## src/rtl/lsg_pkg.sv

```systemverilog
`timescale 1ns/1ps
package lsg_pkg;

  typedef enum logic {
    FS_IDLE = 1'b0,
    FS_RUN  = 1'b1
  } fstate_e;

  typedef struct packed {
    logic first;    // first cycle of a frame
    logic icg_low;  // clear gate held low
    logic sh_hi;    // shift gate high
    logic in_read;  // readout window open
  } phase_t;

endpackage

```

## src/rtl/lsg_frame_seq.sv

```systemverilog
`timescale 1ns/1ps
module lsg_frame_seq
  import lsg_pkg::*;
#(
  parameter int CNT_W = 20,
  parameter int GW    = 16,
  parameter int DIV_W = 8
) (
  input  logic             clk,
  input  logic             rst_n,
  input  logic             en,
  input  logic [CNT_W-1:0] cfg_period,
  input  logic [GW-1:0]    cfg_t1,
  input  logic [GW-1:0]    cfg_t2,
  input  logic [GW-1:0]    cfg_sh,
  input  logic [DIV_W-1:0] cfg_mdiv,
  output logic             run,
  output logic             load,
  output logic [DIV_W-1:0] mdiv_s,
  output phase_t           phase
);

  localparam logic [CNT_W-1:0] PER_MIN = CNT_W'(2);
  localparam logic [GW-1:0]    ONE_G   = GW'(1);
  localparam logic [DIV_W-1:0] DIV_MIN = DIV_W'(2);

  fstate_e          st_q, st_n;
  logic [CNT_W-1:0] cnt_q, cnt_n;
  logic [CNT_W-1:0] per_s, t2_s, shend_s, low_s;
  logic [CNT_W-1:0] per_c, t1_c, t2_c, sh_c;
  logic [DIV_W-1:0] mdiv_c;
  logic             last;

  // clamp the raw settings
  always_comb begin
    per_c  = (cfg_period < PER_MIN) ? PER_MIN : cfg_period;
    t1_c   = CNT_W'((cfg_t1 == '0) ? ONE_G : cfg_t1);
    t2_c   = CNT_W'((cfg_t2 == '0) ? ONE_G : cfg_t2);
    sh_c   = CNT_W'((cfg_sh == '0) ? ONE_G : cfg_sh);
    mdiv_c = (cfg_mdiv < DIV_MIN) ? DIV_MIN : cfg_mdiv;
  end

  assign run  = (st_q == FS_RUN);
  assign last = run && (cnt_q == per_s - CNT_W'(1));
  assign load = en && (!run || last);

  // next state
  always_comb begin
    st_n  = st_q;
    cnt_n = cnt_q;
    if (load) begin
      st_n  = FS_RUN;
      cnt_n = '0;
    end else if (last) begin
      st_n  = FS_IDLE;
      cnt_n = '0;
    end else if (run) begin
      cnt_n = cnt_q + CNT_W'(1);
    end
  end

  always_ff @(posedge clk or negedge rst_n) begin
    if (!rst_n) begin
      st_q  <= FS_IDLE;
      cnt_q <= '0;
    end else begin
      st_q  <= st_n;
      cnt_q <= cnt_n;
    end
  end

  // shadow settings, captured only at a frame start
  always_ff @(posedge clk or negedge rst_n) begin
    if (!rst_n) begin
      per_s   <= PER_MIN;
      t2_s    <= CNT_W'(1);
      shend_s <= CNT_W'(2);
      low_s   <= CNT_W'(3);
      mdiv_s  <= DIV_MIN;
    end else if (load) begin
      per_s   <= per_c;
      t2_s    <= t2_c;
      shend_s <= t2_c + sh_c;
      low_s   <= t2_c + sh_c + t1_c;
      mdiv_s  <= mdiv_c;
    end
  end

  always_comb begin
    phase.first   = run && (cnt_q == '0);
    phase.icg_low = run && (cnt_q < low_s);
    phase.sh_hi   = run && (cnt_q >= t2_s) && (cnt_q < shend_s);
    phase.in_read = run && (cnt_q >= low_s);
  end

  // shadows are frozen between frame starts
  p_cfg_frozen_r10: assert property (@(posedge clk) disable iff (!rst_n)
    !load |=> ($stable(low_s) && $stable(shend_s) && $stable(per_s) && $stable(mdiv_s)));

  // the shift window always sits strictly inside the low window
  p_guard_order_r5: assert property (@(posedge clk) disable iff (!rst_n)
    (t2_s != '0) && (shend_s > t2_s) && (low_s > shend_s));

  // the frame counter never passes the frame length
  p_cnt_bound_r2: assert property (@(posedge clk) disable iff (!rst_n)
    cnt_q < per_s);

endmodule

```

## src/rtl/lsg_mclk_div.sv

```systemverilog
`timescale 1ns/1ps
module lsg_mclk_div #(
  parameter int DIV_W = 8
) (
  input  logic             clk,
  input  logic             rst_n,
  input  logic             run,
  input  logic             load,
  input  logic [DIV_W-1:0] mdiv_s,
  output logic             lvl,
  output logic             tick
);

  logic [DIV_W-1:0] mcnt_q, mcnt_n;

  always_comb begin
    if (load || !run) begin
      mcnt_n = '0;
    end else if (mcnt_q == mdiv_s - DIV_W'(1)) begin
      mcnt_n = '0;
    end else begin
      mcnt_n = mcnt_q + DIV_W'(1);
    end
  end

  always_ff @(posedge clk or negedge rst_n) begin
    if (!rst_n) mcnt_q <= '0;
    else        mcnt_q <= mcnt_n;
  end

  assign lvl  = run && (mcnt_q < (mdiv_s >> 1));
  assign tick = run && (mcnt_q == '0);

  // divider count stays below the ratio
  p_mcnt_bound_r6: assert property (@(posedge clk) disable iff (!rst_n)
    run |-> (mcnt_q < mdiv_s));

endmodule

```

## src/rtl/lsg_pix_seq.sv

```systemverilog
`timescale 1ns/1ps
module lsg_pix_seq #(
  parameter int NPIX  = 1576,
  parameter int PCW   = $clog2(NPIX + 1)
) (
  input  logic           clk,
  input  logic           rst_n,
  input  logic           load,
  input  logic           in_read,
  input  logic           tick,
  output logic           strobe,
  output logic [PCW-1:0] pcount
);

  localparam logic [PCW-1:0] NPIX_C = PCW'(NPIX);

  logic           half_q, half_n;
  logic [PCW-1:0] pc_q, pc_n;

  assign strobe = in_read && tick && !half_q && (pc_q < NPIX_C);
  assign pcount = pc_q;

  always_comb begin
    half_n = half_q;
    pc_n   = pc_q;
    if (load) begin
      half_n = 1'b0;
      pc_n   = '0;
    end else if (in_read && tick) begin
      half_n = ~half_q;
      if (strobe) pc_n = pc_q + PCW'(1);
    end
  end

  always_ff @(posedge clk or negedge rst_n) begin
    if (!rst_n) begin
      half_q <= 1'b0;
      pc_q   <= '0;
    end else begin
      half_q <= half_n;
      pc_q   <= pc_n;
    end
  end

  // never more than NPIX strobes in a frame
  p_pix_bound_r7: assert property (@(posedge clk) disable iff (!rst_n)
    pc_q <= NPIX_C);

endmodule

```

## src/rtl/lsa_timing_gen.sv

```systemverilog
`timescale 1ns/1ps
module lsa_timing_gen
  import lsg_pkg::*;
#(
  parameter int CNT_W = 20,
  parameter int GW    = 16,
  parameter int DIV_W = 8,
  parameter int NPIX  = 1576,
  localparam int PIX_W = $clog2(NPIX),
  localparam int PCW   = $clog2(NPIX + 1)
) (
  input  logic             clk,
  input  logic             rst_n,
  input  logic             en,
  input  logic [CNT_W-1:0] cfg_period,
  input  logic [GW-1:0]    cfg_t1,
  input  logic [GW-1:0]    cfg_t2,
  input  logic [GW-1:0]    cfg_sh,
  input  logic [DIV_W-1:0] cfg_mdiv,
  output logic             mclk,
  output logic             sh_gate,
  output logic             clr_gate,
  output logic             pix_strobe,
  output logic [PIX_W-1:0] pix_idx,
  output logic             frame_start
);

  logic             run, load, mlvl, mtick, strb_c;
  logic [DIV_W-1:0] mdiv_s;
  logic [PCW-1:0]   pcount;
  phase_t           phase;

  lsg_frame_seq #(.CNT_W(CNT_W), .GW(GW), .DIV_W(DIV_W)) u_seq (
    .clk(clk), .rst_n(rst_n), .en(en),
    .cfg_period(cfg_period), .cfg_t1(cfg_t1), .cfg_t2(cfg_t2),
    .cfg_sh(cfg_sh), .cfg_mdiv(cfg_mdiv),
    .run(run), .load(load), .mdiv_s(mdiv_s), .phase(phase)
  );

  lsg_mclk_div #(.DIV_W(DIV_W)) u_div (
    .clk(clk), .rst_n(rst_n), .run(run), .load(load),
    .mdiv_s(mdiv_s), .lvl(mlvl), .tick(mtick)
  );

  lsg_pix_seq #(.NPIX(NPIX), .PCW(PCW)) u_pix (
    .clk(clk), .rst_n(rst_n), .load(load), .in_read(phase.in_read),
    .tick(mtick), .strobe(strb_c), .pcount(pcount)
  );

  // registered outputs
  logic             mclk_n, sh_n, icg_n, strb_n, fs_n;
  logic [PIX_W-1:0] idx_n;

  always_comb begin
    mclk_n = mlvl;
    sh_n   = phase.sh_hi;
    icg_n  = !phase.icg_low;
    strb_n = strb_c;
    fs_n   = phase.first;
    idx_n  = strb_c ? pcount[PIX_W-1:0] : pix_idx;
  end

  always_ff @(posedge clk or negedge rst_n) begin
    if (!rst_n) begin
      mclk        <= 1'b0;
      sh_gate     <= 1'b0;
      clr_gate    <= 1'b1;
      pix_strobe  <= 1'b0;
      frame_start <= 1'b0;
      pix_idx     <= '0;
    end else begin
      mclk        <= mclk_n;
      sh_gate     <= sh_n;
      clr_gate    <= icg_n;
      pix_strobe  <= strb_n;
      frame_start <= fs_n;
      pix_idx     <= idx_n;
    end
  end

  // shift gate only inside the clear-gate low window
  p_sh_inside_r3: assert property (@(posedge clk) disable iff (!rst_n)
    sh_gate |-> !clr_gate);

  // shift rise leaves a guard after the clear fall
  p_t2_guard_r5: assert property (@(posedge clk) disable iff (!rst_n)
    $rose(sh_gate) |-> $past(!clr_gate));

  // clear gate still low after shift falls
  p_t1_guard_r4: assert property (@(posedge clk) disable iff (!rst_n)
    $fell(sh_gate) |-> !clr_gate);

  // frame flag marks the clear-gate fall
  p_fs_edge_r9: assert property (@(posedge clk) disable iff (!rst_n)
    frame_start |-> (!clr_gate && mclk));

  // strobes ride an mclk rising edge inside readout
  p_strobe_edge_r7: assert property (@(posedge clk) disable iff (!rst_n)
    pix_strobe |-> ($rose(mclk) && clr_gate));

endmodule

```

## config.mk

```make
export PLATFORM = sky130hd
export DESIGN_NAME = lsa_timing_gen
export DESIGN_NICKNAME = d
export VERILOG_FILES = /design/src/rtl/lsg_pkg.sv /design/src/rtl/lsg_frame_seq.sv /design/src/rtl/lsg_mclk_div.sv /design/src/rtl/lsg_pix_seq.sv /design/src/rtl/lsa_timing_gen.sv
export SDC_FILE = /design/constraint.sdc
export NUM_CORES = 1
export LEC_CHECK = 0
export CAP_MARGIN = 10
export CORE_UTILIZATION = 45
export CTS_CLUSTER_DIAMETER = 100
export DETAILED_ROUTE_END_ITERATION = 6
export DONT_BUFFER_PORTS = 1
export SLEW_MARGIN = 20
export SYNTH_ARGS = -nofsm -noshare
export SYNTH_HDL_FRONTEND = slang
export SYNTH_HIERARCHICAL = 1
export SYNTH_SLANG_ARGS = --single-unit
```

## constraint.sdc

```tcl
create_clock -name clk -period 3.7 [get_ports clk]
set_input_delay 0.555 -clock clk [delete_from_list [all_inputs] [get_ports clk]]
set_output_delay 0.555 -clock clk [all_outputs]
set_load 0.03 [all_outputs]
```

==> flow_results.org <==
** Timing
- Worst setup skew after layout :: 13.3 ps
- Hold slack :: 59.0 ps
- The number of pins exceeding their max-slew limit in the final report is 0.
- Setup-violating endpoint count in the final report :: 0
- Once routing completed, OpenROAD measured the worst setup slack at 166 ps.
- Clock period minus worst slack :: 3530 ps
- Max Clock Freq :: 0.283 GHz
- Period utilization :: 95.5%
- In this run the tightest slew margin relative to its limit is 46.4%.
- At the pin with the least slew margin, the transition time is 798 ps.
- Total negative setup slack :: 0 ps
- Setup repair after global routing could not meet its margin everywhere.
- Endpoints failing hold :: 0

** Setup path
- In this design, the largest share of critical-path delay is due to simple AND/OR/NAND/NOR gates.
- Type of origin of the critical path :: register
- Endpoint arrival time on the critical path :: 3840 ps
- Critical path data required time :: 4000 ps
- Counting both buffers and inverters, the worst setup path holds a total of 2.
- Series of cell instances along the critical path :: inv_1, ha_1, nand4_1, nor4_1, o21ai_0, o211ai_1, a21oi_1, a21oi_1, nand2_1, or2_2, nor2_1, buf_12, mux2_2
- Setup CP Type :: reg2reg
- Cell count along the critical path :: 13
- The slowest stage of the critical path belongs to the cell nor4_1.
- Cell seen most often among critical-path stages :: a21oi_1
- On the worst path, the slowest cell contributes a delay of 480 ps.
- Counting cells, the worst reg-to-reg path comes to 13.
- Critical path capture point type :: register
- In this run the worst path has a maximum fanout of 13.

** Yosys
- Number of nets produced by synthesis :: 1214
- Sequential area share after synthesis :: 34.6%
- Synthesis handed over a netlist of 1038 instances.
- Mean instance size in the synthesized netlist :: 9.50 µm²
- Fraction of registers with async set/reset :: 100%
- Among all flip-flop cells after synthesis, the most frequent one is dfrtp_1.
- Number of warnings issued by yosys :: 6
- Post-synth EDFFs :: 0
- After synthesis the cells add up to 9860 µm².
- Post-synthesis cell type count :: 79
- After synthesis the netlist holds a flip-flop and latch count of 136.

** Routing
- After detailed routing, the average wire length per cell comes to 17.8 µm.
- Number of DRC markers in iteration 0 :: 363
- Detail Route Antenna Nets :: 0
- Via count of the routed design :: 7659
- Detailed-routing iteration count for the pre-antenna-repair pass :: 5
- Vias per inst :: 5.61
- DRC errors left :: 0
- The final layout contains routed wiring with a total length of 24.3 mm.

** Clocking
- Total number of clock tree sinks :: 136
- TritonCTS clock tree :: done
- TritonCTS created 17 clock buffers.
- The later pin in the worst-skew pair is clocked with a latency of 430 ps.
- H-tree level count :: 4
- The cell sitting at the root of the clock tree is a clkbuf_16.
- Clock Path Buffers :: 2
- Clock-pin slew was measured on the worst setup and hold paths at 60 ps.

** GRT
- Gr usage total :: 22.7%
- The number of antenna violations at the first check in global routing came to 0.
- The number of global-route vias before repair was 7843.
- Maximum number of pins on one net before global-route repair :: 137
- Global routing finished with a remaining overflow of 0.
- First-pass GRT wire length :: 39.6 mm

** Die
- In this run the horizontal extent of the chip is 150 µm.
- Core footprint :: 21200 µm²
- The die is 150 µm tall.
- Top-level I/O count :: 95
- The die covers 22500 µm².
- Total number of placement rows :: 53
- The initial utilization of the core area, before any placement, comes to 46.5%.

** Job
- Across the run, the number of max-cap violations was 0.

** Finish
- Inserted Diodes :: 0
- The final layout contains 1253 nets.
- For this run, the number of standard cells in the final layout without fillers is 1365.
- Share of cells above drive strength 1 :: 20.8%
- Compared with the post-synthesis result, the final layout area differs by 15.2%.

** Status
- Status :: finished clean

** Placed design
- The wire-length estimate of the detail-placed layout is 18.5 mm.
- Counting tap cells, the placed design contains a total of 1330 instances.
- OpenSTA, run right after detailed placement, puts the worst setup slack at -377 ps.
- Port buffering added 0 buffers.
- Placer Congestion :: 0.923

** Pwr
- Dividing total power by cell area gives a power density of 535 nW/µm².
- Peak supply drop :: 0.261 mV
- Summed over all cells, the static leakage comes to 5.28 nW.

** Hold path
- Type of the most critical hold path :: in2async
-- what timing repair did --
item,in CTS,in global routing
setup endpoints to repair,0,13
resized for setup,0,23
buffers inserted,0,2
hold buffers,1,0
endpoints found under the hold margin,136,0
-- cells in the final DEF, fill, tap and decap left out, types with 5 or more instances in the layout --
| master | n |
|---|---|
| and2_1 | 5 |
| nand2_1 | 53 |
| inv_1 | 75 |
| or2_2 | 6 |
| nand4_1 | 20 |
| nand2b_1 | 15 |
| nor3_1 | 26 |
| nand3b_1 | 5 |
| dfrtp_1 | 129 |
| xor2_1 | 29 |
| a21o_1 | 22 |
| mux2_2 | 36 |
| nor4_1 | 21 |
| mux2_1 | 26 |
| o21ai_0 | 44 |
| dfstp_2 | 7 |
| nor2b_1 | 9 |
| a21oi_1 | 52 |
| or4_1 | 6 |
| o211ai_1 | 7 |
| mux2i_1 | 6 |
| mux2_4 | 10 |
| nand3_1 | 17 |
| and3_1 | 11 |
| clkbuf_16 | 17 |
| ha_1 | 94 |
| xnor2_1 | 48 |
| or3_1 | 6 |
| o21bai_1 | 6 |
| buf_4 | 88 |
| nor2_1 | 63 |
| a211oi_1 | 9 |
| a21oi_2 | 5 |
| o31ai_1 | 8 |
-- metrics by stage --
stage               utilization (%)  power, mW  instance area, µm²
global placement               49.9       4.14               10600
finish                         53.5       6.08               11400
floorplan                         -       3.53                9870
global route                   53.5       6.51               11400
CTS                            53.0       6.09               11200
detailed placement             49.9       4.19               10600
-- path summary, 6_finish.rpt --
check | startpoint | end | slack [ps]
worst min-delay path | rst_n | u_div/mcnt_q[2] | 60
worst max register to register | u_seq/low_s[14] | pix_idx[8] | 170
max in group asynchronous | rst_n | u_seq/shend_s[0] | 3010
min in group clk | cfg_t2[9] | u_seq/t2_s[9] | 250
worst max-delay path | u_seq/low_s[14] | pix_idx[8] | 170
worst min register to register | u_seq/low_s[8] | u_seq/low_s[8] | 480
-- power by group --
part | switching (mW) | total, mW | leakage, nW | internal, mW
clock | 0.680 | 1.83 | 0.301 | 1.15
combinational | 1.11 | 2.19 | 3.28 | 1.08
sequential | 0.297 | 2.06 | 1.70 | 1.76
-- synthesized netlist by cell type (all sizes together) (4+ instances only) --
cell type | instances | share of area, %
o21ai | 48 | 2.4
a31oi | 5 | 0.32
o211ai | 7 | 0.53
nand4 | 20 | 1.3
and2 | 5 | 0.32
a21oi | 57 | 2.9
dfrtp | 129 | 33
nor4 | 28 | 2.4
xor2 | 29 | 2.6
nand2b | 15 | 0.95
nand3b | 5 | 0.38
o2111ai | 4 | 0.36
nand2 | 55 | 2.1
a211oi | 12 | 0.91
nor2 | 67 | 2.6
mux2 | 72 | 8.6
a21o | 22 | 1.7
o21bai | 6 | 0.46
xnor2 | 49 | 4.4
or3 | 7 | 0.46
nand3 | 19 | 1.1
and3 | 12 | 0.77
or4 | 8 | 0.69
or2 | 6 | 0.38
buf | 16 | 1.3
dfstp | 7 | 1.9
mux2i | 6 | 0.61
inv | 76 | 2.9
clkbuf | 56 | 2.1
nor2b | 9 | 0.57
ha | 95 | 12
o31ai | 8 | 0.61
nor3 | 28 | 1.5
-- worst register-to-register path: cells and delay by family (launching register included) --
kind | cells | cell delay [ps]
adders and majority gates | 1 | 290
AOI/OAI and AO/OA | 4 | 840
DFF | 1 | 370
and+or+nand+nor | 5 | 1330
buffers and inverters | 2 | 240
muxes | 1 | 340
-- layer usage --
metal | vias up | track usage (%) | wire length, µm
li1 | 3771 | - | -
met1 | 3696 | 30.4 | 11800
met2 | 162 | 36.9 | 11000
met3 | 30 | 4.48 | 1040
met4 | 0 | 6.77 | 463
met5 | - | 0 | 0
-- final cells by class --
| class | instances | area (µm²) |
|---|---|---|
| repair buffers | 92 | 748 |
| clock inverters | 11 | 173 |
| fillers | 1925 | 9860 |
| multi-input cells | 754 | 5940 |
| well taps | 275 | 344 |
| clock buffers | 21 | 450 |
| flip-flops and latches | 136 | 3410 |
| inverters | 76 | 288 |
-- flip-flops by register name, indices dropped and copies added, names as in the netlist, 8 cells and up --
register       count
u_pix/pcount      11
pix_idx           11
u_div/mcnt_q       8
u_seq/cnt_q       20
u_seq/low_s       18
u_seq/t2_s        16
u_seq/per_s       20
u_seq/shend_s     17
u_seq/mdiv_s       8
-- logic make-up (layout without fill, tap and decap cells) --
| group | after synthesis | after routing | synth area share (%) |
|---|---|---|---|
| AND/OR/NAND/NOR | 298 | 298 | 16.8 |
| AO/OA/AOI/OAI | 203 | 203 | 13.7 |
| buffers and inverters | 148 | 200 | 6.30 |
| flip-flops | 136 | 136 | 34.6 |
| adder cells (fa/ha/maj) | 97 | 97 | 12.5 |
| XOR/XNOR | 78 | 78 | 6.93 |
| multiplexers | 78 | 78 | 9.21 |
No activity file was read; power rests on OpenSTA's default activity.
